### src/rtl/pwm_chan_pkg.sv
package pwm_chan_pkg;

    // Largest divider exponent: the divider saturates at 2**DIV_EXP_MAX.
    localparam int DIV_EXP_MAX = 4;

    typedef enum logic {
        RELOAD_MODE  = 1'b0,
        ONESHOT_MODE = 1'b1
    } pwm_mode_e;

    // Clamp a divider select code to the supported exponent range.
    function automatic int unsigned sat_exp(input int unsigned code);
        return (code > DIV_EXP_MAX) ? DIV_EXP_MAX : code;
    endfunction

endpackage

### src/rtl/pwm_tick_gen.sv
module pwm_tick_gen #(
    parameter int PRE_W = 8,
    parameter int SEL_W = 3,
    parameter int DIV_W = pwm_chan_pkg::DIV_EXP_MAX
) (
    input  logic             clk,
    input  logic             rst_n,
    input  logic             en,
    input  logic [PRE_W-1:0] pre_div,
    input  logic [SEL_W-1:0] div_sel,
    output logic             pre_tick,
    output logic             tick
);
    import pwm_chan_pkg::*;

    typedef struct packed {
        logic [PRE_W-1:0] pre;
        logic [DIV_W-1:0] div;
    } tg_state_t;

    tg_state_t s_d, s_q;
    logic [DIV_W-1:0] mask_c;

    always_comb begin
        s_d      = s_q;
        mask_c   = DIV_W'((1 << sat_exp(int'(div_sel))) - 1);
        pre_tick = en && (s_q.pre >= pre_div);
        tick     = pre_tick && ((s_q.div & mask_c) == mask_c);
        if (!en) begin
            s_d = '0;
        end else if (pre_tick) begin
            s_d.pre = '0;
            s_d.div = s_q.div + DIV_W'(1);
        end else begin
            s_d.pre = s_q.pre + PRE_W'(1);
        end
    end

    always_ff @(posedge clk or negedge rst_n) begin
        if (!rst_n) s_q <= '0;
        else        s_q <= s_d;
    end

    // once the prescaler reaches its terminal value it restarts from zero
    p_pre_wrap_r1: assert property (@(posedge clk) disable iff (!rst_n)
        pre_tick |=> (s_q.pre == '0));

endmodule

### src/rtl/pwm_period_core.sv
module pwm_period_core #(
    parameter int CNT_W = 16
) (
    input  logic             clk,
    input  logic             rst_n,
    input  logic             run_en,
    input  logic             oneshot,
    input  logic             tick,
    input  logic             period_wr,
    input  logic [CNT_W-1:0] period_data,
    input  logic             cmp_wr,
    input  logic [CNT_W-1:0] cmp_data,
    input  logic             flag_clr,
    output logic             active,
    output logic             pulse,
    output logic             pulse_n,
    output logic             flag
);
    import pwm_chan_pkg::*;

    typedef struct packed {
        logic             run;
        logic             act;
        logic [CNT_W-1:0] cnt;
        logic [CNT_W-1:0] cmp;
        logic [CNT_W-1:0] pbuf;
        logic [CNT_W-1:0] cbuf;
        logic             flag;
    } core_state_t;

    core_state_t s_d, s_q;
    pwm_mode_e   mode;
    logic        start_c;
    logic        zero_c;

    assign mode = pwm_mode_e'(oneshot);

    always_comb begin
        s_d     = s_q;
        s_d.run = run_en;
        start_c = run_en && !s_q.run;
        zero_c  = 1'b0;
        if (!run_en) begin
            s_d.act = 1'b0;
        end else if (start_c) begin
            s_d.act = 1'b1;
            s_d.cnt = s_q.pbuf;
            s_d.cmp = s_q.cbuf;
        end else if (s_q.act && tick) begin
            if (s_q.cnt == '0) begin
                zero_c = 1'b1;
                if (mode == ONESHOT_MODE) begin
                    s_d.act = 1'b0;
                end else begin
                    s_d.cnt = s_q.pbuf;
                    s_d.cmp = s_q.cbuf;
                end
            end else begin
                s_d.cnt = s_q.cnt - CNT_W'(1);
            end
        end
        if (zero_c)        s_d.flag = 1'b1;
        else if (flag_clr) s_d.flag = 1'b0;
        if (period_wr) s_d.pbuf = period_data;
        if (cmp_wr)    s_d.cbuf = cmp_data;
    end

    always_ff @(posedge clk or negedge rst_n) begin
        if (!rst_n) s_q <= '0;
        else        s_q <= s_d;
    end

    assign active  = s_q.act;
    assign pulse   = s_q.act && (s_q.cnt <= s_q.cmp);
    assign pulse_n = s_q.act && (s_q.cnt >  s_q.cmp);
    assign flag    = s_q.flag;

    // a zero step always leaves the flag set
    p_flag_set_r8: assert property (@(posedge clk) disable iff (!rst_n)
        zero_c |=> flag);

    // a stopped channel holds its count and drives nothing
    p_freeze_r10: assert property (@(posedge clk) disable iff (!rst_n)
        !run_en |=> ($stable(s_q.cnt) && !pulse && !pulse_n));

    // a zero step in one-shot mode halts the channel
    p_oneshot_halt_r7: assert property (@(posedge clk) disable iff (!rst_n)
        (zero_c && oneshot) |=> !active);

    // a zero step in reload mode restarts from the staged period
    p_reload_r5: assert property (@(posedge clk) disable iff (!rst_n)
        (zero_c && !oneshot) |=> (s_q.cnt == $past(s_q.pbuf)));

endmodule

### src/rtl/pwm_deadband.sv
module pwm_deadband #(
    parameter int DT_W = 8
) (
    input  logic            clk,
    input  logic            rst_n,
    input  logic            pair_en,
    input  logic            pre_tick,
    input  logic [DT_W-1:0] dead,
    input  logic            src_a,
    input  logic            src_b,
    output logic            out_a,
    output logic            out_b
);
    localparam int LANES = 2;

    logic [LANES-1:0] src;
    logic [LANES-1:0] ready;

    assign src = {src_b, src_a};

    for (genvar g = 0; g < LANES; g++) begin : g_lane
        logic [DT_W-1:0] dz_d, dz_q;

        always_comb begin
            dz_d = dz_q;
            if (!src[g])                         dz_d = '0;
            else if (pre_tick && (dz_q < dead))  dz_d = dz_q + DT_W'(1);
        end

        always_ff @(posedge clk or negedge rst_n) begin
            if (!rst_n) dz_q <= '0;
            else        dz_q <= dz_d;
        end

        assign ready[g] = src[g] && (dz_q >= dead);
    end

    assign out_a = pair_en ? ready[0] : src[0];
    assign out_b = pair_en ? ready[1] : 1'b0;

    // complementary outputs never overlap
    p_no_overlap_r11: assert property (@(posedge clk) disable iff (!rst_n)
        !(out_a && out_b));

    // a fresh rising source is held back while a dead time is set
    p_dead_delay_r11: assert property (@(posedge clk) disable iff (!rst_n)
        (pair_en && $rose(src_a) && (dead != '0)) |-> !out_a);

endmodule

### src/rtl/pwm_dbuf_channel.sv
module pwm_dbuf_channel #(
    parameter int CNT_W = 16,
    parameter int PRE_W = 8,
    parameter int SEL_W = 3,
    parameter int DT_W  = 8
) (
    input  logic             clk,
    input  logic             rst_n,
    input  logic             run_en,
    input  logic             oneshot,
    input  logic [PRE_W-1:0] pre_div,
    input  logic [SEL_W-1:0] div_sel,
    input  logic             period_wr,
    input  logic [CNT_W-1:0] period_data,
    input  logic             cmp_wr,
    input  logic [CNT_W-1:0] cmp_data,
    input  logic             flag_clr,
    input  logic             irq_en,
    input  logic             pair_en,
    input  logic [DT_W-1:0]  dead_ticks,
    output logic             pwm_a,
    output logic             pwm_b,
    output logic             flag,
    output logic             irq
);
    logic active, pre_tick, tick, pulse, pulse_n;

    pwm_tick_gen #(.PRE_W(PRE_W), .SEL_W(SEL_W)) u_tick (
        .clk      (clk),
        .rst_n    (rst_n),
        .en       (active && run_en),
        .pre_div  (pre_div),
        .div_sel  (div_sel),
        .pre_tick (pre_tick),
        .tick     (tick)
    );

    pwm_period_core #(.CNT_W(CNT_W)) u_core (
        .clk         (clk),
        .rst_n       (rst_n),
        .run_en      (run_en),
        .oneshot     (oneshot),
        .tick        (tick),
        .period_wr   (period_wr),
        .period_data (period_data),
        .cmp_wr      (cmp_wr),
        .cmp_data    (cmp_data),
        .flag_clr    (flag_clr),
        .active      (active),
        .pulse       (pulse),
        .pulse_n     (pulse_n),
        .flag        (flag)
    );

    pwm_deadband #(.DT_W(DT_W)) u_dead (
        .clk      (clk),
        .rst_n    (rst_n),
        .pair_en  (pair_en),
        .pre_tick (pre_tick),
        .dead     (dead_ticks),
        .src_a    (pulse),
        .src_b    (pulse_n),
        .out_a    (pwm_a),
        .out_b    (pwm_b)
    );

    assign irq = flag && irq_en;

endmodule

### config.mk
export PLATFORM = sky130hd
export DESIGN_NAME = pwm_dbuf_channel
export DESIGN_NICKNAME = d
export VERILOG_FILES = /design/src/rtl/pwm_chan_pkg.sv /design/src/rtl/pwm_tick_gen.sv /design/src/rtl/pwm_period_core.sv /design/src/rtl/pwm_deadband.sv /design/src/rtl/pwm_dbuf_channel.sv
export SDC_FILE = /design/constraint.sdc
export NUM_CORES = 1
export LEC_CHECK = 0
export BUFFER_PORTS_ARGS = -buffer_cell sky130_fd_sc_hd__buf_2
export CAP_MARGIN = 20
export CELL_PAD_IN_SITES_DETAIL_PLACEMENT = 1
export CELL_PAD_IN_SITES_GLOBAL_PLACEMENT = 2
export CORE_AREA = 2 2 138 140
export CTS_CLUSTER_SIZE = 25
export DETAILED_ROUTE_END_ITERATION = 6
export DIE_AREA = 0 0 140 142
export GPL_ROUTABILITY_DRIVEN = 0
export HOLD_SLACK_MARGIN = 0.02
export PLACE_DENSITY = 0.73
export SKIP_LAST_GASP = 1
export SYNTH_ARGS = -nofsm -noshare
export SYNTH_HDL_FRONTEND = slang
export SYNTH_SLANG_ARGS = --single-unit
### constraint.sdc
create_clock -name clk -period 2.85 [get_ports clk]
set_input_delay 0.1425 -clock clk [delete_from_list [all_inputs] [get_ports clk]]
set_output_delay 0.1425 -clock clk [all_outputs]
set_load 0.02 [all_outputs]
## After elaboration in Yosys (flattened, before gate mapping)

Index checks and enable logic that the tools add are counted.
Widths: inputs -> output; s select.

| word-level totals | value |
|---|---|
| bits in registers | 95 |
| output and inout bits | 4 |
| word-level logic and storage cells | 80 |

| cells by class | value |
|---|---|
| $add $sub $neg | 6 |
| $lt $le $gt $ge | 8 |
| eq/ne operators | 9 |
| shift operators | 1 |
| multiplexer cells | 24 |
| bitwise logic cells | 1 |
| reductions and logical operators | 20 |

Operators with widths:

| operator | count |
|---|---|
| $mux 33 | 2 |
| $mux 8 | 5 |
| $mux 16 | 2 |
| $mux 32 | 1 |
| $shl 1x32->4 const A | 1 |
| $add 8x1->8 const B | 3 |
| $ge 8x8->1 | 3 |
| $gt 16x16->1 | 1 |
| $le 16x16->1 | 1 |
| $logic_not 16->1 | 1 |
| $lt 8x8->1 | 2 |
| $sub 16x1->16 const B | 1 |
| $logic_and 1x1->1 | 12 |
| $mux 12 | 1 |
| $mux 1 | 11 |
| $ne 3x1->1 const B | 3 |
| $reduce_and 3->1 | 2 |
| $reduce_bool 2->1 | 3 |
| $add 4x1->4 const B | 1 |
| $and 4x4->4 | 1 |
| $eq 4x4->1 | 1 |
| $mux 4 | 1 |
| $ne 2x1->1 const B | 2 |
| $ne 2x2->1 const B | 2 |
| 6 further kinds | 6 |

## Longest topological paths before layout

| logic depth | value |
|---|---|
| depth after elaboration | 12 |
| mapped depth | 10 |

## Cells and area by module

Synthesis repeated with hierarchy kept, for this count alone.

| unflattened totals | value |
|---|---|
| cells, all modules | 521 |
| area total of the unflattened synthesis | 5516.5 sq um |

By module, submodules not included:

| module | times used | cells each | area each (sq um) | sequential area each (sq um) |
|---|---|---|---|---|
| pwm_period_core | 1 | 293 | 3455.8 | 1676.6 |
| pwm_deadband | 1 | 143 | 1285.0 | 400.4 |
| pwm_tick_gen | 1 | 83 | 763.2 | 300.3 |
| pwm_dbuf_channel | 1 | 2 | 12.5 | 0.0 |

## Worst setup path before layout

OpenSTA, ideal clock, no wires.

| timing path | value |
|---|---|
| path kind | register to register |
| start | register u_tick.s_q[4] in the netlist's numbering |
| end | register u_core.s_q[33] in the netlist's numbering |
| library setup time | 0.125 ns |
| data arrival time | 2.472 ns |
| path slack | 0.252 ns |
| cell stages (with the launch flop) | 11 |
| cells stage by stage | dfrtp_1 -> inv_1 -> ha_1 -> nand2b_1 -> a2111oi_0 -> o21bai_1 -> nand3_2 -> o21a_1 -> buf_4 -> buf_6 -> mux2_4 |

| on the way | value |
|---|---|
| cells in the longest elaborated chain, start to end | 6 |

RTL lines:

| item | RTL line | source |
|---|---|---|
| start: declaration | pwm_tick_gen.sv:21 | `tg_state_t s_d, s_q;` |
| start signal: assignment | pwm_tick_gen.sv:40 | `if (!rst_n) s_q <= '0;` |
| start signal: assignment | pwm_tick_gen.sv:41 | `else s_q <= s_d;` |
| $ge 8x8->1 | pwm_tick_gen.sv:27 | `pre_tick = en && (s_q.pre >= pre_div);` |
| $logic_and 1x1->1 | pwm_tick_gen.sv:27 |  |
| $logic_and 1x1->1 | pwm_tick_gen.sv:28 | `tick = pre_tick && ((s_q.div & mask_c) == mask_c);` |
| $logic_and 1x1->1 | pwm_period_core.sv:49 | `end else if (s_q.act && tick) begin` |
| $reduce_bool 2->1 (no source line) | -- |  |
| $reduce_and 4->1 (no source line) | -- |  |
| end signal: assignment | pwm_period_core.sv:69 | `if (!rst_n) s_q <= '0;` |
| end signal: assignment | pwm_period_core.sv:70 | `else s_q <= s_d;` |
| end: declaration | pwm_period_core.sv:31 | `core_state_t s_d, s_q;` |

No other way between the ends.
A chain may end at the register's enable or synchronous reset.

## Final worst setup path

| timing path | value |
|---|---|
| start | register u_core.s_q[60] in the netlist's numbering |
| end | output pwm_a |

| on the way | value |
|---|---|
| cells in the longest elaborated chain, start to end | 4 |

RTL lines:

| item | RTL line | source |
|---|---|---|
| $le 16x16->1 (*) | pwm_period_core.sv:74 | `assign pulse = s_q.act && (s_q.cnt <= s_q.cmp);` |
| $logic_and 1x1->1 (*) | pwm_period_core.sv:74 |  |
| $logic_and 1x1->1 | pwm_deadband.sv:35 | `assign ready[g] = src[g] && (dz_q >= dead);` |
| $mux 1 (*) | pwm_deadband.sv:38 | `assign out_a = pair_en ? ready[0] : src[0];` |
| end: declaration | pwm_dbuf_channel.sv:21 | `output logic pwm_a,` |

Mark *: on every way between the ends. The rest lies on a longest branch, timed or not.

==> impl_metrics.yaml <==
min_path:
  hold_start: "period_data[10]"
  min-delay-path-class: "in -> reg"
  hold-path-cell-count: 2
  min_delay_worst_endpoint: "u_core.s_q[27]$_DFFE_PN0P_"
global_routing:
  grt_start_max_net_pins: 56
  track_usage_pct: 15.0
  via_count_of_the_first_global_routing_pass: 4811
  grt_antenna_before_repair: 1
  wire_length_of_the_first_global_routing_pass_microns: 23800
  grt_remaining_overflow: 0
cts:
  cts.htree.levels: 3
  cts_root_buf: "sky130_fd_sc_hd__clkbuf_16"
  cts_inserted_buffers: 9
  clkTransAtPathRegs_ps: 70
  max-clock-path-buffers: 2
  cts.sink_count: 95
  clock_insertion_delay_at_the_later_pin_of_the_skew_report_ps: 360
  tritoncts: "done"
  post-cts-setup-buffers: 0
worst_setup_path:
  crit_path_max_fanout: 8
  worstSetupStartpointType: "register"
  worst_r2r_startpoint: "u_core.s_q[56]$_DFFE_PN0P_"
  setup.reg_to_reg.worst_slack_ps: 290
  crit-reg2reg-capture: "u_core.s_q[50]$_DFFE_PN0P_"
  worstSetupPathType: "reg -> out"
  cells_on_worst_reg2reg_path: 6
  critPathCaptureType: "output pin"
  worst_ep_required_time_ps: 2710
  worst-endpoint-arrival_ps: 2560
routing:
  route.detailed.wl_per_inst_microns: 16.3
  number_of_iterations_in_the_first_detailed_routing_pass: 7
  antenna_violating_nets_post_route: 0
  drt-initial-drc-count: 155
  route.detailed.drc: 6
  mean_number_of_vias_per_cell: 5.04
  routed_wl_microns: 14100
  routed-via-count: 4351
final_layout:
  multiInputGateArea_sq_um: 2800
  post-route-util_pct: 36.2
  drive_above_1_share_pct: 23.9
  finish.net_count: 728
  regArea_sq_um: 2380
  final_cell_area_sq_um: 6680
  fillerInstances: 2081
  post_layout_nonfiller_instances: 863
  area_growth_pct: 23.4
timing:
  tightestPinTransition_ps: 812
  finalCritPeriodShare_pct: 94.7
  maxSlewHeadroom_pct: 45.8
  hold_fails_final_rpt: 0
  rsz0062_at_grt: "true"
  period_needed_ps: 2700
  maxSlewViolCount: 0
  clock_skew_ps: 10.3
  endpoints_failing_setup: 0
  clock.fmax_ghz: 0.370
logic_synthesis:
  synthDominantAreaCellType: "sky130_fd_sc_hd__dfrtp_1"
  mappedNetlistNets: 632
  netlist_top_cells_area: "sky130_fd_sc_hd__dfrtp_1 44%, sky130_fd_sc_hd__ha_1 10%, sky130_fd_sc_hd__mux2_2 8.3%"
  postSynth.asyncResetShare_pct: 100
  yosysTopAreaCellShare_pct: 43.9
  synth-seq-cells: 95
  synthesized_cell_area_sq_um: 5410
  synth_cell_types: 58
  syn-mean-instance-area_sq_um: 10.3
  synth-warning-count: 0
  synthesized_instance_count: 527
  seq_area_frac_synth_pct: 43.9
  synthFlopType: "sky130_fd_sc_hd__dfrtp_1"
  synth_enable_flop_cells: 0
placement:
  port_buffers: 63
  numPlacedInstances: 818
  dp_hpwl_microns: 10800
  dpl_cell_area_sq_um: 6050
pwr:
  cellPowerDensity_nw_per_um2: 566
  ir_drop_v: 0.000299
  p_leak_nw: 2.99
die:
  initial_utilization_pct: 29.3
  chipWidth_microns: 140
  die_area_sq_um: 19900
  fp.coreArea_sq_um: 18500
  die_h_microns: 142
  rows: 50
  num_io_pins: 64
flow_run:
  timing.max_cap.violations: 0
outcome:
  run_status: "complete, but fails checks"
  failed_checks: "design-rule violations"
## report_power, final
part / total [mW] / switching, mW / leakage [nW] / internal, mW
logic: 0.763 / 0.403 / 1.64 / 0.360
registers: 1.62 / 0.135 / 1.19 / 1.49
clock network: 1.40 / 0.537 / 0.162 / 0.859
## per-layer routing
| layer | GRT usage, % | up-vias | routed length [microns] |
|---|---|---|---|
| met5 | 0 | - | 0 |
| met4 | 6.11 | 0 | 361 |
| met1 | 17.7 | 2168 | 6120 |
| li1 | - | 2086 | - |
| met2 | 26.7 | 74 | 7110 |
| met3 | 3.06 | 23 | 465 |
## sequential cells by signal, indices dropped and copies added, names as in the netlist
register / count
u_core.s_q: 65
u_dead.g_lane.dz_q: 16
u_tick.s_q: 12
u_core.active: 1
u_core.flag: 1
## critical path, cell delays in order (launching register included)
cell	delay, ps
sky130_fd_sc_hd__dfrtp_1	480
sky130_fd_sc_hd__ha_1	370
sky130_fd_sc_hd__nand4_1	150
sky130_fd_sc_hd__nor4_2	330
sky130_fd_sc_hd__a21boi_0	230
sky130_fd_sc_hd__o31a_1	230
sky130_fd_sc_hd__nand2b_1	210
sky130_fd_sc_hd__a31oi_1	60
sky130_fd_sc_hd__buf_2	160
## timing repair
item / in CTS / in global routing
endpoints found under the setup margin: 0 / 31
hold buffers: 28 / 0
gates resized for setup: 0 / 2
hold endpoints to repair: 67 / 0
## cell usage in the layout, fill, tap and decap left out, types with 4 or more instances in the layout
master                          instances
sky130_fd_sc_hd__o21ai_1                7
sky130_fd_sc_hd__nand2_1               32
sky130_fd_sc_hd__inv_1                 39
sky130_fd_sc_hd__a21oi_1               36
sky130_fd_sc_hd__xnor2_1               10
sky130_fd_sc_hd__a31oi_1                4
sky130_fd_sc_hd__nand3_1               21
sky130_fd_sc_hd__buf_2                 62
sky130_fd_sc_hd__o21ai_0               17
sky130_fd_sc_hd__clkbuf_16              9
sky130_fd_sc_hd__or3_1                  5
sky130_fd_sc_hd__dlygate4sd3_1         28
sky130_fd_sc_hd__nor3_1                10
sky130_fd_sc_hd__and3_1                 8
sky130_fd_sc_hd__dfrtp_1               95
sky130_fd_sc_hd__o22ai_1                5
sky130_fd_sc_hd__xor2_1                 8
sky130_fd_sc_hd__buf_4                  9
sky130_fd_sc_hd__nor2_1                37
sky130_fd_sc_hd__mux2_4                 9
sky130_fd_sc_hd__nand2b_1               4
sky130_fd_sc_hd__nand4_1               12
sky130_fd_sc_hd__nor2b_1                5
sky130_fd_sc_hd__nor4_1                10
sky130_fd_sc_hd__mux2_2                40
sky130_fd_sc_hd__ha_1                  45
## synthesized netlist by cell type, types with 11 or more instances
library cell,instances
sky130_fd_sc_hd__ha_1,45
sky130_fd_sc_hd__o21ai_0,17
sky130_fd_sc_hd__nor2_1,37
sky130_fd_sc_hd__nor4_1,11
sky130_fd_sc_hd__a21oi_1,36
sky130_fd_sc_hd__nand2_1,32
sky130_fd_sc_hd__nand4_1,12
sky130_fd_sc_hd__inv_1,39
sky130_fd_sc_hd__dfrtp_1,95
sky130_fd_sc_hd__nand3_1,21
sky130_fd_sc_hd__mux2_2,40
## metrics by stage
| step | setup WS [ps] | hold slack [ps] | TNS, ps | power, mW |
|---|---|---|---|---|
| 6_report | 151 | 27.7 | 0 | 3.78 |
| 5_1_grt | -17.3 | 25.5 | -17.3 | 4.01 |
| 4_1_cts | 44.5 | 21.1 | 0 | 3.85 |
| 3_5_place_dp | 218 | 181 | 0 | 2.39 |
| 3_3_place_gp | 314 | 166 | 0 | 2.34 |
| 2_1_floorplan | 252 | -153 | 0 | 2.11 |
## how the worst max path moves through the flow
stage / start / endpoint
final: u_core.s_q[60]$_DFFE_PN0P_ / pwm_a
after floorplan: u_tick.s_q[4]$_DFF_PN0_ / u_core.s_q[33]$_DFFE_PN0P_
after CTS: u_core.s_q[64]$_DFFE_PN0P_ / pwm_a
after global routing: u_core.s_q[60]$_DFFE_PN0P_ / pwm_a
after detailed placement: u_tick.s_q[4]$_DFF_PN0_ / u_core.s_q[49]$_DFFE_PN0P_
after global placement: u_tick.s_q[4]$_DFF_PN0_ / u_core.s_q[49]$_DFFE_PN0P_
## cell type report
type | instances | area share [%]
Antenna cell | 1 | 0.0375
Clock buffer | 9 | 3.37
Clock inverter | 7 | 1.78
Inverter | 39 | 2.19
Timing Repair Buffer | 102 | 10.8
Multi-Input combinational cell | 376 | 41.9
Tap cell | 234 | 4.38
Sequential cell | 95 | 35.6
## cells by family after synthesis
logic type | synth area share (%)
compound gates | 11.5
xor+xnor | 2.91
fa+ha+maj | 10.4
buf+inv | 4.49
flops | 43.9
mux | 11.2
simple gates | 15.6
No activity file was read; power rests on OpenSTA's default activity.
